**src/rtl/tmr_pkg.sv**
```systemverilog
package tmr_pkg;

    typedef enum logic [1:0] {
        ST_IDLE   = 2'd0,
        ST_ONCE   = 2'd1,
        ST_REPEAT = 2'd2
    } tmr_state_e;

endpackage

```
**src/rtl/tmr_decode.sv**
```systemverilog
module tmr_decode #(
    parameter int DATA_W = 32,
    parameter int CNT_W  = 29
) (
    input  logic              wr_en,
    input  logic              wr_sel,
    input  logic [DATA_W-1:0] wr_data,
    output logic              load_wr,
    output logic              load_run,
    output logic              load_rep,
    output logic [CNT_W-1:0]  load_cnt,
    output logic              ack_wr
);
    localparam int RUN_BIT = DATA_W - 1;
    localparam int REP_BIT = DATA_W - 2;
    localparam int ACK_BIT = DATA_W - 2;
    localparam int GAP_W   = DATA_W - 2 - CNT_W;

    logic unused_gap;

    always_comb begin
        load_wr  = wr_en && !wr_sel;
        load_run = wr_data[RUN_BIT];
        load_rep = wr_data[REP_BIT];
        load_cnt = wr_data[CNT_W-1:0];
        ack_wr   = wr_en && wr_sel && wr_data[ACK_BIT];
    end

    assign unused_gap = ^wr_data[CNT_W +: GAP_W];

endmodule

```
**src/rtl/tmr_fsm.sv**
```systemverilog
module tmr_fsm
    import tmr_pkg::*;
#(
    parameter int CNT_W = 29
) (
    input  logic             clk,
    input  logic             rst_n,
    input  logic             tick,
    input  logic             load_wr,
    input  logic             load_run,
    input  logic             load_rep,
    input  logic [CNT_W-1:0] load_cnt,
    output tmr_state_e       state_q,
    output logic [CNT_W-1:0] count_q,
    output logic [CNT_W-1:0] reload_q,
    output logic             rep_q,
    output logic             expire
);
    localparam logic [CNT_W-1:0] CNT_ZERO = '0;
    localparam logic [CNT_W-1:0] CNT_ONE  = CNT_W'(1);

    tmr_state_e state_d;
    logic       at_zero;

    assign at_zero = (count_q == CNT_ZERO);

    // state register
    always_ff @(posedge clk or negedge rst_n) begin
        if (!rst_n) state_q <= ST_IDLE;
        else        state_q <= state_d;
    end

    // next state
    always_comb begin
        state_d = state_q;
        if (load_wr) begin
            if (!load_run)     state_d = ST_IDLE;
            else if (load_rep) state_d = ST_REPEAT;
            else               state_d = ST_ONCE;
        end else begin
            unique case (state_q)
                ST_IDLE:   state_d = ST_IDLE;
                ST_ONCE:   if (tick && at_zero) state_d = ST_IDLE;
                ST_REPEAT: state_d = ST_REPEAT;
                default:   state_d = ST_IDLE;
            endcase
        end
    end

    // counter and stored load word
    always_ff @(posedge clk or negedge rst_n) begin
        if (!rst_n) begin
            count_q  <= '0;
            reload_q <= '0;
            rep_q    <= 1'b0;
        end else if (load_wr) begin
            count_q  <= load_cnt;
            reload_q <= load_cnt;
            rep_q    <= load_rep;
        end else if (tick && state_q != ST_IDLE) begin
            if (!at_zero)                   count_q <= count_q - CNT_ONE;
            else if (state_q == ST_REPEAT)  count_q <= reload_q;
        end
    end

    // outputs
    always_comb begin
        expire = tick && !load_wr && (state_q != ST_IDLE) && at_zero;
    end

    assert_decrement_R3: assert property (@(posedge clk) disable iff (!rst_n)
        (state_q != ST_IDLE && tick && !load_wr && count_q != CNT_ZERO)
        |=> (count_q == $past(count_q) - CNT_ONE));

    assert_no_tick_hold_R3: assert property (@(posedge clk) disable iff (!rst_n)
        (!tick && !load_wr) |=> $stable(count_q));

    assert_oneshot_halt_R5: assert property (@(posedge clk) disable iff (!rst_n)
        (state_q == ST_ONCE && expire) |=> (state_q == ST_IDLE && count_q == CNT_ZERO));

    assert_repeat_reload_R6: assert property (@(posedge clk) disable iff (!rst_n)
        (state_q == ST_REPEAT && expire) |=> (state_q == ST_REPEAT && count_q == $past(reload_q)));

    assert_idle_frozen_R7: assert property (@(posedge clk) disable iff (!rst_n)
        (state_q == ST_IDLE && !load_wr) |=> ($stable(count_q) && state_q == ST_IDLE));

    assert_write_wins_R11: assert property (@(posedge clk) disable iff (!rst_n)
        load_wr |=> (count_q == $past(load_cnt)));

endmodule

```
**src/rtl/tmr_irq.sv**
```systemverilog
module tmr_irq (
    input  logic clk,
    input  logic rst_n,
    input  logic expire,
    input  logic ack,
    output logic irq
);
    always_ff @(posedge clk or negedge rst_n) begin
        if (!rst_n)      irq <= 1'b0;
        else if (expire) irq <= 1'b1;
        else if (ack)    irq <= 1'b0;
    end

    assert_irq_sticky_R8: assert property (@(posedge clk) disable iff (!rst_n)
        (irq && !ack) |=> irq);

    assert_ack_clears_R8: assert property (@(posedge clk) disable iff (!rst_n)
        (ack && !expire) |=> !irq);

    assert_set_beats_ack_R9: assert property (@(posedge clk) disable iff (!rst_n)
        expire |=> irq);

endmodule

```
**src/rtl/usec_event_timer.sv**
```systemverilog
module usec_event_timer
    import tmr_pkg::*;
#(
    parameter int DATA_W = 32,
    parameter int CNT_W  = 29
) (
    input  logic              clk,
    input  logic              rst_n,
    input  logic              tick_us,
    input  logic              wr_en,
    input  logic              wr_sel,
    input  logic [DATA_W-1:0] wr_data,
    input  logic              rd_sel,
    output logic [DATA_W-1:0] rd_data,
    output logic              irq
);
    localparam int RUN_BIT = DATA_W - 1;
    localparam int REP_BIT = DATA_W - 2;

    logic             load_wr, load_run, load_rep, ack_wr, expire, rep_q;
    logic [CNT_W-1:0] load_cnt, count_q, reload_q;
    tmr_state_e       state_q;

    tmr_decode #(.DATA_W(DATA_W), .CNT_W(CNT_W)) u_decode (
        .wr_en    (wr_en),
        .wr_sel   (wr_sel),
        .wr_data  (wr_data),
        .load_wr  (load_wr),
        .load_run (load_run),
        .load_rep (load_rep),
        .load_cnt (load_cnt),
        .ack_wr   (ack_wr)
    );

    tmr_fsm #(.CNT_W(CNT_W)) u_fsm (
        .clk      (clk),
        .rst_n    (rst_n),
        .tick     (tick_us),
        .load_wr  (load_wr),
        .load_run (load_run),
        .load_rep (load_rep),
        .load_cnt (load_cnt),
        .state_q  (state_q),
        .count_q  (count_q),
        .reload_q (reload_q),
        .rep_q    (rep_q),
        .expire   (expire)
    );

    tmr_irq u_irq (
        .clk    (clk),
        .rst_n  (rst_n),
        .expire (expire),
        .ack    (ack_wr),
        .irq    (irq)
    );

    always_comb begin
        rd_data = '0;
        if (rd_sel) begin
            rd_data[CNT_W-1:0] = count_q;
        end else begin
            rd_data[RUN_BIT]    = (state_q != ST_IDLE);
            rd_data[REP_BIT]    = rep_q;
            rd_data[CNT_W-1:0]  = reload_q;
        end
    end

    assert_reset_clean_R1: assert property (@(posedge clk)
        !rst_n |=> (rst_n || (!irq && count_q == '0)));

    assert_irq_needs_event_R8: assert property (@(posedge clk) disable iff (!rst_n)
        $rose(irq) |-> $past(expire));

endmodule

```
**config.mk**
```make
export PLATFORM = sky130hd
export DESIGN_NAME = usec_event_timer
export DESIGN_NICKNAME = d
export VERILOG_FILES = /design/src/rtl/tmr_pkg.sv /design/src/rtl/tmr_decode.sv /design/src/rtl/tmr_fsm.sv /design/src/rtl/tmr_irq.sv /design/src/rtl/usec_event_timer.sv
export SDC_FILE = /design/constraint.sdc
export NUM_CORES = 1
export LEC_CHECK = 0
export ABC_AREA = 1
export ABC_CLOCK_PERIOD_IN_PS = 2300
export BUFFER_PORTS_ARGS = -buffer_cell sky130_fd_sc_hd__buf_2
export CELL_PAD_IN_SITES_DETAIL_PLACEMENT = 1
export CELL_PAD_IN_SITES_GLOBAL_PLACEMENT = 1
export CORE_MARGIN = 2
export CORE_UTILIZATION = 23
export DETAILED_ROUTE_END_ITERATION = 12
export HOLD_SLACK_MARGIN = 0.06
export PLACE_DENSITY_LB_ADDON = 0.1
export RECOVER_POWER = 25
export SYNTH_ARGS = -nofsm -noshare
export SYNTH_HDL_FRONTEND = slang
export SYNTH_HIERARCHICAL = 1
export SYNTH_SLANG_ARGS = --single-unit
```
**constraint.sdc**
```tcl
create_clock -name clk -period 2.3 [get_ports clk]
set_clock_uncertainty 0.15 [all_clocks]
set_input_delay 0.23 -clock clk [delete_from_list [all_inputs] [get_ports clk]]
set_output_delay 0.23 -clock clk [all_outputs]
set_load 0.03 [all_outputs]
```
==> flow_summary.toml <==
[routing]
vias = 4267
wirelength_mm = 15.2
drt_iter0_drc = 154
drtPass1Iterations = 4
ant_nets = 0
vias_per_cell = 4.32
drc = 0
wl_per_cell_um = 15.4

[sta]
maxSlewViolCount = 0
setup_viol = 0
fmax_mhz = 478
period_share_pct = 90.9
fin_ws_ns = 0.209
period_needed_ns = 2.09
holdWs_ns = 0.0666
slew_headroom_pct = 34.9
worst_slew_pin_slew_ns = 0.977
report.final.hold_viol_count = 0

[global_routing]
overflow = 0
antenna_found_initial = 0
grtUsageTotal_pct = 16.1
grt_max_degree = 63
grt_pass1_wl_mm = 24.7
grt_pass1_vias = 4539

[cells_and_area]
seq_area_sq_um = 1550
drive_gt1_share_pct = 18.6
multiInputGateArea_sq_um = 2250
n_antenna_cell = 0
postLayoutCoreUtil_pct = 29.9
final_nets = 788
num-fill-cells = 2351
area_growth_syn_to_layout_pct = 28.4

[placement]
dpl.hpwl_mm = 10.9
place.gp.congestion = 0.755
pre_cts_slack_ns = 0.0618
portBuffers = 68

[power_and_ir_drop]
switching_share_pct = 40.1
power_switching_mw = 2.06
power.density_nw_per_um2 = 924
vdd_drop_max_uv = 387
p_leak_nw = 2.99
finalPower_mw = 5.13
seq_power_share_pct = 30.4
clockPowerShare_pct = 31.0
p_int_mw = 3.07
combinationalPowerShare_pct = 38.6

[worst_hold_path]
whs_path_depth = 4
hold_path_class = "primary input to flop"
hold_start = "tick_us"
hold_path_end = "u_fsm/state_q[0]"

[setup_path]
startpoint = "u_fsm/count_q[0]"
r2r_cells = 12
critPathLaunchType = "flop"
timing.rr.start = "u_fsm/count_q[0]"
critPathMaxFanout = 7
rr_endpoint = "u_fsm/count_q[16]"
ff2ff_setup_slack_ns = 0.21
arrival_ns = 2.22
cp.required_ns = 2.43
critical_path_class = "flop to flop"
endpoint_kind = "flop"

[clocking]
clkLatencyLatePin_ns = 0.35
cts_buffers = 9
tritoncts = "built"
cts_buffer_depth = 2
path_clk_slew_ns = 0.06
cts-root-buf = "clkbuf_16"
cts.sinks = 62
h-tree-depth = 3

[floorplanning]
ios = 71
die_x_um = 141
die_h_um = 141
initial_core_util_pct = 23.3
rows = 50
fp.dieArea_sq_um = 19900
core_sq_um = 18600

[logic_synthesis]
postSynthAreaPerCell_sq_um = 6.55
yosysWarnings = 6
synth-seq-area-share_pct = 35.9
ys_seq_elements = 62
synth.distinct_cells = 34
syn_nets = 699
synthCells = 660
synth_area_sq_um = 4320

[run]
max-cap-violations = 0

[outcome]
outcome = "finished, final reports clean"
==> power by group through the flow <==
stage                     logic [mW]  registers [mW]  clock network [mW]
after global routing            2.27            1.61                1.67
final                           1.98            1.56                1.59
after CTS                       1.98            1.57                1.63
after floorplan                 1.33            1.54                   0
after detailed placement        1.93            1.58                   0
after global placement          1.90            1.58                   0
==> metrics by stage <==
stage	cells	area [sq um]	setup TNS, ns
floorplan	660	4320	0
global placement	936	4850	0
detailed placement	936	4850	0
CTS	984	5510	0
global route	988	5550	-0.00807
finish	988	5550	0
==> metal layers <==
metal	GRT usage [%]	vias to the layer above	wire, um
met3	3.26	13	443
met4	4.58	0	189
met5	0	-	0
met2	26.4	60	7040
met1	21.4	2006	7510
li1	-	2188	-
==> area by class of cell <==
type                    count  share of cell area, %
well taps                 234                   5.27
clock buffers              13                   4.87
clock inverters             3                   1.17
repair buffers            132                   17.0
inverters                  48                   3.29
multi-input cells         496                   40.5
flip-flops and latches     62                   27.9
==> sequential cells by signal, indices dropped and copies added (netlist names) <==
name	count
u_fsm/count_q	29
u_fsm/rep_q	1
u_irq/irq	1
u_fsm/reload_q	29
u_fsm/state_q	2
==> cells by family after synthesis <==
logic type,after synthesis,share of synthesized area (%)
compound gates,45,6.37
xor+xnor,17,3.44
other cells,1,0.0867
flops,62,35.9
fa+ha+maj,1,0.289
simple gates,432,41.1
buf+inv,102,12.8
==> how the worst max path moves through the flow <==
stage,end,cells past startpoint,slack (ns)
CTS,u_fsm/count_q[25],11,0.05
global route,u_fsm/count_q[16],12,-0.007
global placement,u_fsm/count_q[26],11,0.08
floorplan,u_fsm/count_q[25],12,0.32
finish,u_fsm/count_q[16],12,0.21
detailed placement,u_fsm/count_q[25],11,0.06
==> cell usage after synthesis, drive strengths merged <==
| master | instances | area share [%] |
|---|---|---|
| o21bai | 1 | 0.17 |
| o21a | 1 | 0.17 |
| o31ai | 1 | 0.17 |
| buf | 51 | 8.4 |
| inv | 48 | 4.2 |
| a21boi | 11 | 1.9 |
| a21oi | 3 | 0.35 |
| nand3b | 2 | 0.35 |
| nand4 | 8 | 1.2 |
| o21ai | 23 | 2.7 |
| xnor2 | 9 | 1.8 |
| nor2 | 61 | 6.1 |
| xor2 | 8 | 1.6 |
| ha | 1 | 0.29 |
| conb | 1 | 0.087 |
| clkbuf | 3 | 0.26 |
| o22ai | 1 | 0.14 |
| nor3 | 2 | 0.23 |
| and2 | 1 | 0.20 |
| nand2 | 324 | 29 |
| nand3 | 34 | 4.5 |
| o211ai | 4 | 0.69 |
| dfrtp | 62 | 36 |
==> critical path, stage by stage, from the launching register on <==
cell	delay (ns)
dfrtp_1	0.39
inv_1	0.11
ha_2	0.20
nand2_2	0.08
nor2_4	0.17
nand2_1	0.12
nor2_4	0.15
nand2_2	0.10
nor2_4	0.24
nand3_1	0.10
nand3_1	0.08
nand2_1	0.05
nand2_1	0.09
==> repair_timing <==
item | in CTS | in global routing
gates resized for setup | 0 | 9
hold endpoints to repair | 99 | 0
hold buffers | 32 | 0
setup endpoints to repair | 0 | 28
buffers inserted | 0 | 4
==> placed cells by master (no fill, tap or decap), types with 2 or more instances in the layout <==
cell type and count:
nor2_4 6, inv_1 44, a21boi_0 11, inv_2 3, a21oi_1 3, nand2_4 2, buf_4 27, nand3_1 32
dfrtp_1 62, dlygate4sd3_1 32, bufinv_16 2, nor3_1 2, clkbuf_8 3, buf_2 68, nand3b_1 2, xnor2_1 9
clkbuf_16 9, nor2_1 49, nand2_1 320, nor2_2 6, xor2_1 8, nand4_1 8, o21ai_0 21, o211ai_1 4
buf_12 3, nand2_2 2, nand3_4 2
(Power assumes the default switching activity.)
